**config.mk**
```make
export PLATFORM = sky130hd
export DESIGN_NAME = supply_supervisor
export DESIGN_NICKNAME = d
export VERILOG_FILES = /design/src/rtl/sup_pkg.sv /design/src/rtl/sup_persist_filter.sv /design/src/rtl/sup_seq_fsm.sv /design/src/rtl/supply_supervisor.sv
export SDC_FILE = /design/constraint.sdc
export NUM_CORES = 1
export LEC_CHECK = 0
export ABC_AREA = 0
export BUFFER_PORTS_ARGS = -buffer_cell sky130_fd_sc_hd__clkbuf_2
export CAP_MARGIN = 25
export CORE_ASPECT_RATIO = 1.5
export CORE_MARGIN = 3
export CORE_UTILIZATION = 50
export CTS_CLUSTER_SIZE = 28
export DETAILED_ROUTE_END_ITERATION = 8
export GPL_ROUTABILITY_DRIVEN = 0
export PLACE_DENSITY = 0.69
export SETUP_SLACK_MARGIN = 0.02
export SLEW_MARGIN = 20
export SYNTH_ARGS = -nofsm -noshare
export SYNTH_HDL_FRONTEND = slang
export SYNTH_SLANG_ARGS = --single-unit
```
**constraint.sdc**
```tcl
create_clock -name clk -period 2.25 [get_ports clk]
set_clock_uncertainty 0.05 [all_clocks]
set_input_delay 0.45 -clock clk [delete_from_list [all_inputs] [get_ports clk]]
set_output_delay 0.45 -clock clk [all_outputs]
set_load 0.02 [all_outputs]
```
**src/rtl/sup_pkg.sv**
```systemverilog
package sup_pkg;

   typedef enum logic [2:0] {
      SUP_CHARGE  = 3'd0,
      SUP_RUN     = 3'd1,
      SUP_HIC_DIS = 3'd2,
      SUP_HIC_CHG = 3'd3,
      SUP_LAT_DIS = 3'd4,
      SUP_LAT_CHG = 3'd5
   } sup_state_t;

   localparam int unsigned SUP_STATE_W = 3;

endpackage

```
**src/rtl/sup_persist_filter.sv**
```systemverilog
// Counts consecutive sampled edges with sig_in high; hit flags the LIMIT-th one.
module sup_persist_filter #(
   parameter int unsigned LIMIT = 650
) (
   input  logic clk,
   input  logic rst_n,
   input  logic sig_in,
   output logic hit
);

   if (LIMIT < 1) begin : g_bad_limit
      $error("sup_persist_filter: LIMIT must be at least 1");
   end

   if (LIMIT < 2) begin : g_direct
      logic unused_clk_rst;
      assign unused_clk_rst = clk ^ rst_n;
      assign hit = sig_in;
   end else begin : g_count
      localparam int unsigned CW = $clog2(LIMIT);
      localparam logic [CW-1:0] TOP = CW'(LIMIT - 1);
      logic [CW-1:0] cnt_q;

      always_ff @(posedge clk or negedge rst_n) begin
         if (!rst_n)             cnt_q <= '0;
         else if (!sig_in)       cnt_q <= '0;
         else if (cnt_q != TOP)  cnt_q <= cnt_q + CW'(1);
      end

      assign hit = sig_in && (cnt_q == TOP);

      // a hit needs the input high on the previous edge too
      assert_persist_R6_R9: assert property (@(posedge clk) disable iff (!rst_n)
         hit |-> $past(sig_in));
   end

endmodule

```
**src/rtl/sup_seq_fsm.sv**
```systemverilog
module sup_seq_fsm
   import sup_pkg::*;
#(
   parameter int unsigned HICCUPS = 2
) (
   input  logic       clk,
   input  logic       rst_n,
   input  logic       v_rst,
   input  logic       v_low,
   input  logic       v_uvlo,
   input  logic       v_start,
   input  logic       fb_hit,
   input  logic       latch_hit,
   output sup_state_t state_q,
   output logic       ss_pulse
);

   localparam int unsigned CW = $clog2(HICCUPS + 1);
   localparam logic [CW-1:0] LAST = CW'(HICCUPS - 1);

   sup_state_t    nxt;
   logic [CW-1:0] hic_q, hic_n;
   logic          latched;

   assign latched = (state_q == SUP_LAT_DIS) || (state_q == SUP_LAT_CHG);

   always_comb begin
      nxt   = state_q;
      hic_n = hic_q;
      if (!v_rst) begin
         nxt   = SUP_CHARGE;
         hic_n = '0;
      end else if (latch_hit && !latched) begin
         nxt = SUP_LAT_DIS;
      end else begin
         unique case (state_q)
            SUP_CHARGE:  if (v_start) nxt = SUP_RUN;
            SUP_RUN:     if (!v_uvlo || fb_hit) begin
                            nxt   = SUP_HIC_DIS;
                            hic_n = '0;
                         end
            SUP_HIC_DIS: if (!v_low) nxt = SUP_HIC_CHG;
            SUP_HIC_CHG: if (v_start) begin
                            if (hic_q == LAST) begin
                               nxt   = SUP_RUN;
                               hic_n = '0;
                            end else begin
                               nxt   = SUP_HIC_DIS;
                               hic_n = hic_q + CW'(1);
                            end
                         end
            SUP_LAT_DIS: if (!v_low) nxt = SUP_LAT_CHG;
            SUP_LAT_CHG: if (v_start) nxt = SUP_LAT_DIS;
            default:     nxt = SUP_CHARGE;
         endcase
      end
   end

   always_ff @(posedge clk or negedge rst_n) begin
      if (!rst_n) begin
         state_q  <= SUP_CHARGE;
         hic_q    <= '0;
         ss_pulse <= 1'b0;
      end else begin
         state_q  <= nxt;
         hic_q    <= hic_n;
         ss_pulse <= (nxt == SUP_RUN) && (state_q != SUP_RUN);
      end
   end

   // entry into run only after the start threshold was seen
   assert_start_R3: assert property (@(posedge clk) disable iff (!rst_n)
      $rose(state_q == SUP_RUN) |-> $past(v_start));

   // every run entry carries the soft-start pulse, and only in run
   assert_ss_entry_R4: assert property (@(posedge clk) disable iff (!rst_n)
      $rose(state_q == SUP_RUN) |-> ss_pulse);
   assert_ss_in_run_R4: assert property (@(posedge clk) disable iff (!rst_n)
      ss_pulse |-> (state_q == SUP_RUN));

   // undervoltage while running leaves run next cycle
   assert_uvlo_R5: assert property (@(posedge clk) disable iff (!rst_n)
      (state_q == SUP_RUN) && !v_uvlo |=> (state_q != SUP_RUN));

   // latched states persist while the supply stays above reset level
   assert_latch_hold_R10: assert property (@(posedge clk) disable iff (!rst_n)
      latched && v_rst |=> (state_q == SUP_LAT_DIS) || (state_q == SUP_LAT_CHG));

   // logic reset level wins over everything
   assert_logic_reset_R11: assert property (@(posedge clk) disable iff (!rst_n)
      !v_rst |=> (state_q == SUP_CHARGE));

endmodule

```
**src/rtl/supply_supervisor.sv**
```systemverilog
module supply_supervisor
   import sup_pkg::*;
#(
   parameter int unsigned FB_LIMIT    = 6_500_000,
   parameter int unsigned LATCH_LIMIT = 650,
   parameter int unsigned HICCUPS     = 2
) (
   input  logic       clk,
   input  logic       rst_n,
   input  logic       vcc_gt_0v6,
   input  logic       vcc_gt_4v0,
   input  logic       vcc_gt_5v8,
   input  logic       vcc_gt_9v1,
   input  logic       vcc_gt_12v6,
   input  logic       fb_open,
   input  logic       latch_req,
   output logic       src_en,
   output logic       src_hi,
   output logic       run_en,
   output logic       ss_pulse,
   output logic [2:0] state_o
);

   if (HICCUPS < 1) begin : g_bad_hiccups
      $error("supply_supervisor: HICCUPS must be at least 1");
   end

   sup_state_t st;
   logic       fb_hit, latch_hit;

   sup_persist_filter #(.LIMIT(FB_LIMIT)) u_fb_timer (
      .clk    (clk),
      .rst_n  (rst_n),
      .sig_in (fb_open && (st == SUP_RUN)),
      .hit    (fb_hit)
   );

   sup_persist_filter #(.LIMIT(LATCH_LIMIT)) u_latch_filt (
      .clk    (clk),
      .rst_n  (rst_n),
      .sig_in (latch_req),
      .hit    (latch_hit)
   );

   sup_seq_fsm #(.HICCUPS(HICCUPS)) u_fsm (
      .clk       (clk),
      .rst_n     (rst_n),
      .v_rst     (vcc_gt_4v0),
      .v_low     (vcc_gt_5v8),
      .v_uvlo    (vcc_gt_9v1),
      .v_start   (vcc_gt_12v6),
      .fb_hit    (fb_hit),
      .latch_hit (latch_hit),
      .state_q   (st),
      .ss_pulse  (ss_pulse)
   );

   assign src_en  = (st == SUP_CHARGE) || (st == SUP_HIC_CHG) || (st == SUP_LAT_CHG);
   assign src_hi  = src_en && vcc_gt_0v6;
   assign run_en  = (st == SUP_RUN);
   assign state_o = st;

   // a latched part never switches
   assert_latched_off_R10: assert property (@(posedge clk) disable iff (!rst_n)
      (state_o == 3'd4) && vcc_gt_4v0 |=> !run_en);

endmodule

```
* Word-level counts from Yosys, hierarchy flattened
Cells that the tools add are included.
Word-level totals: register bits after elaboration 39, input port bits 9, output and inout port bits 7, word-level logic and storage cells 60
Cells by class: add/subtract/negate cells 3, equality and inequality tests 18, muxes and demuxes 20, reductions and logical operators 14
Operator list (number):
- two-way mux 23 bit | 2
- two-way mux 3 bit | 8
- adder 23 x 1 -> 23 bit (second input constant) | 1
- == test 23 bit (second input constant) | 1
- != test 23 bit (second input constant) | 1
- two-way mux 10 bit | 2
- case mux 3 bit (6 select lines) | 1
- two-way mux 2 bit | 6
- adder 10 x 1 -> 10 bit (second input constant) | 1
- == test 10 bit (second input constant) | 1
- != test 10 bit (second input constant) | 1
- == test 3 x 1 -> 1 bit (second input constant) | 2
- == test 3 x 2 -> 1 bit (second input constant) | 2
- == test 3 bit (second input constant) | 2
- logical AND 1 bit | 6
- != test 3 x 1 -> 1 bit (second input constant) | 2
- logical OR 1 bit | 4
- != test 2 bit (second input constant) | 2
- case mux 2 bit (2 select lines) | 1
- AND reduction 4 bit | 1
- logical NOT 3 bit | 1
- != test 3 x 2 -> 1 bit (second input constant) | 1
- != test 3 bit (second input constant) | 1
- adder 2 x 1 -> 2 bit (second input constant) | 1
- other kinds (3) | 4

* Logic depth before layout (Yosys ltp)
depth after elaboration 10, depth in mapped cells 7, mapped depth without buffers 6

* Cells and area by module
From an unflattened synthesis, not the netlist that was laid out.
Unflattened totals: cells, all modules 231, area, all modules 2265.9 um2
Modules (own cells, without submodules):
- sup_persist_filter (u_fb_timer) | instances 1, cells an instance 128, area each 1310.0 um2, seq. area each 575.6 um2
- sup_persist_filter (u_latch_filt) | instances 1, cells an instance 57, area each 545.5 um2, seq. area each 250.2 um2
- sup_seq_fsm | instances 1, cells an instance 37, area each 340.3 um2, seq. area each 150.1 um2
- supply_supervisor | instances 1, cells an instance 9, area each 70.1 um2, seq. area each 0.0 um2

* Least setup slack after synthesis
OpenSTA, ideal clock, no wires.
path type reg-to-output, start reg u_fsm.state_q[2], end out src_hi, data arrival time 1650 ps, required time 1750 ps, slack 100 ps, stages on the path, launching flop included 5, buffers on the path 1, path through dfrtp_1 -> clkbuf_1 -> xor2_1 -> o21ai_0 -> and2_1
Between the ends: longest elaborated chain between the ends 4, elaborated cells on any way between the ends 6, classes of those cells eq/ne: 2; reduce/logical: 4
RTL lines:
- from (decl) | RTL line sup_seq_fsm.sv:14 | output sup_state_t state_q,
- from (signal assigned) | RTL line sup_seq_fsm.sv:65 | state_q <= nxt;
- == test 3 x 2 -> 1 bit / logical NOT 3 bit (equally long branches) | RTL line supply_supervisor.sv:58 | assign src_en = (st == SUP_CHARGE) || (st == SUP_HIC_CHG) || (st == SUP_LAT_CHG);
- logical OR 1 bit | RTL line supply_supervisor.sv:58
- logical OR 1 bit (*) | RTL line supply_supervisor.sv:58
- net src_en | RTL line supply_supervisor.sv:17 | output logic src_en,
- logical AND 1 bit (*) | RTL line supply_supervisor.sv:59 | assign src_hi = src_en && vcc_gt_0v6;
- to (decl) | RTL line supply_supervisor.sv:18 | output logic src_hi,
Mark *: on every way through the listed nets, which the timed path passes. The rest lies on a longest branch.

* Worst setup path after layout
start reg u_fb_timer.g_count.cnt_q[6], end reg u_fb_timer.g_count.cnt_q[1]
Between the ends: longest elaborated chain between the ends 2
RTL lines:
- from (decl) | RTL line sup_persist_filter.sv:22 | logic [CW-1:0] cnt_q;
- from (signal assigned) | RTL line sup_persist_filter.sv:27 | else if (cnt_q != TOP) cnt_q <= cnt_q + CW'(1);
- != test 23 bit | RTL line sup_persist_filter.sv:27
- != test 2 bit (no line)
Every way passes these cells. A chain may end at the register's enable or synchronous reset.

==> metrics <==
run status=complete, no violations; Critical path origin=u_fb_timer.g_count.cnt_q[6]; multi-input combinational cell area=1055 sq um; Rows=28; first-pass GRT wire length=7.238 mm; Fin Setup TNS=0 ns; layout cells sized above 1=0.1721; fin crit share=0.9267; largest net degree at the start of global routing=40; Inserted Clock Buffers=5; Critical Path Start Type=register; Worst slew margin=0.6169; CTS tree=yes; Worst setup EP type=register; Post-synth EDFFs=0; # IOs=16; WS Path Type=register to register; Hold Crit Class=primary input to asynchronous set/reset pin; final setup fails=0; # fillers=355; Area growth, synth to finish=14.26%; Most used DFF post-synth=dfrtp_1; Reg area=975.9 sq um; vias per inst=5.540; Synth Net Count=231; Synth area leaders=dfrtp_1 (47%), xor2_1 (8.0%), nor2_1 (6.2%); Die ar.=between 4000 and 5000 sq um; RSZ-0062 raised after global routing=false; max-slew violation count=0; R2R Setup Slk=0.16 ns; Via Count=~1600; CTS root buf=clkbuf_8; hold_buf cts=0; DR WL/cell=14.43 um; Yosys top cell area share=0.4713; DRC viols=0; synthesized netlist cell count=between 200 and 250; Buffers on Ports=15; Max VDD drop=~600 uV; crit-path max cell delay=about 0.55 ns; CP delay by family, top=simple AND/OR/NAND/NOR gates; Netlist cell types=42; Highest Clock Rate=0.4796 GHz; starting density of the core=0.5231; Crit path depth=5; Clk Latency, worst-skew pair=roughly 0.30 ns; die span in y=84.82 um; Final Hold Fails=0; area leader, netlist=dfrtp_1; detailed placer's ending HPWL=slightly below 3 mm; Pwr Density=647.5 nW/um^2; vias in the first global route=around 1600; CP bufs+invs=0; Critical Path Slowest Stage Cell=or4_4; Crit path arrival time=2.22 ns; DRT antenna net count=0; Worst-Margin Slew=about 0.57 ns; smallest hold slack=0.1506 ns; core area=3959 sq um; gr usage total=0.1864; Antenna Cells=0; most common cell in the netlist=dfrtp_1; sequential area share after synthesis=0.4713; Crit Reg-Reg Startpoint=u_fb_timer.g_count.cnt_q[6]; initial DRC count=54; CP cell instances=or4_4 > or4b_4 > nor2_4 > mux2i_1 > nor2_2; MaxCap Viol Count=0; #FFs+latches synth=39; antenna violations before repair=0; DRT Pass-1 Iters=4; Post-synth ARST share=1.000; Avg Inst Size Synth=9.455 sq um; remaining global-route overflow=0; CTS H-tree lvls=2; CTS sink cnt=39; static leakage=around 1 nW; Clock transition at path regs=about 0.08 ns; Yosys Warn Count=0; layout net count=255; final WL=4.171 mm; Crit path required time=2.39 ns; Mapped Area=2071 sq um; Worst Path Max Fanout=4; Max clock buf depth=2; Commonest cells post-synth=dfrtp_1 (39), nor2_1 (34), nand2_1 (20), xor2_1 (19), nand3_1 (13); Period minus WS final=roughly 2.1 ns; r2r worst-path depth=5; worst r2r dst=u_fb_timer.g_count.cnt_q[1]; DIE WIDTH=58.55 um
-- worst max path at each step --
stage	end	slack, ns
after floorplan	src_hi	0.1
after global placement	u_fb_timer.g_count.cnt_q[1]	0.21
after detailed placement	u_fb_timer.g_count.cnt_q[1]	0.17
after CTS	src_hi	0.04
after global routing	u_fb_timer.g_count.cnt_q[18]	0.03
final	u_fb_timer.g_count.cnt_q[1]	0.16
-- registers in the layout (all words and copies together) (netlist names) --
signal / count
u_fb_timer.g_count.cnt_q: 23
u_fsm.hic_q: 2
u_fsm.ss_pulse: 1
u_fsm.state_q: 3
u_latch_filt.g_count.cnt_q: 10
-- metal layers --
metal  routed length (um)  track usage  vias to the layer above
li1                     -            -                      798
met1                 1716       0.2219                      772
met2                 2293       0.3276                       24
met3                  102      0.04262                        7
met4                   58      0.05274                        0
met5                    0            0                        -
-- cell type report --
cell class              count  share of cell area
clock inverters             2             0.02538
multi-input cells         170              0.4458
inverters                   5            0.007932
flip-flops and latches     39              0.4125
repair buffers             22             0.05394
well taps                  45             0.02380
clock buffers               6             0.03067
-- worst reg2reg max path, delay by kind of cell (launching register included) --
family	cells	cell delay, ns
simple gates	4	1.28
flops	1	0.42
mux	1	0.23
-- cell usage in the layout, fill, tap and decap left out, types with 6 or more instances in the layout --
master / Yosys / routed
xor2_1: 19 / 19
nand2_1: 20 / 20
dfrtp_1: 39 / 39
a21oi_1: 6 / 6
and3_1: 10 / 10
clkbuf_2: 0 / 15
nand3_1: 13 / 13
nor2_1: 34 / 34
buf_4: 0 / 7
nand4_1: 7 / 7
xnor2_1: 10 / 10
-- through the flow --
| step | instances | util | setup WS, ns | power (W) | cell area (sq um) |
|---|---|---|---|---|---|
| finish | 289 | 0.5977 | 0.1649 | 0.001532 | 2366 |
| global route | 289 | 0.5977 | 0.02611 | 0.001589 | 2366 |
| CTS | 289 | 0.5958 | 0.04450 | 0.001544 | 2359 |
| detailed placement | 281 | 0.5623 | 0.1728 | 0.0008521 | 2226 |
| global placement | 281 | 0.5623 | 0.2095 | 0.0008510 | 2226 |
| floorplan | 219 | - | 0.09977 | 0.0008025 | 2071 |
-- cells by family (layout without fill, tap and decap cells) --
family	Yosys count	after routing	share of synthesized area
simple gates	120	120	0.3057
flops	39	39	0.4713
xor+xnor	29	29	0.1227
compound gates	16	16	0.04955
buf+inv	10	35	0.02295
fa+ha+maj	4	4	0.02296
mux	1	1	0.004834
-- timing repair --
| action | 4_1_cts | 5_1_grt |
|---|---|---|
| gates resized for setup | 0 | 2 |
| endpoints found under the setup margin | 0 | 2 |
| buffers inserted | 0 | 0 |
-- where the power goes --
| group | switching (W) | total (W) | internal (W) |
|---|---|---|---|
| sequential | 0.0000162 | 0.000727 | 0.000711 |
| clock | 0.000250 | 0.000693 | 0.000443 |
| combinational | 0.0000715 | 0.000111 | 0.0000400 |
| total | 0.000338 | 0.00153 | 0.00119 |
Note: power is estimated with default switching activity, not from simulation.
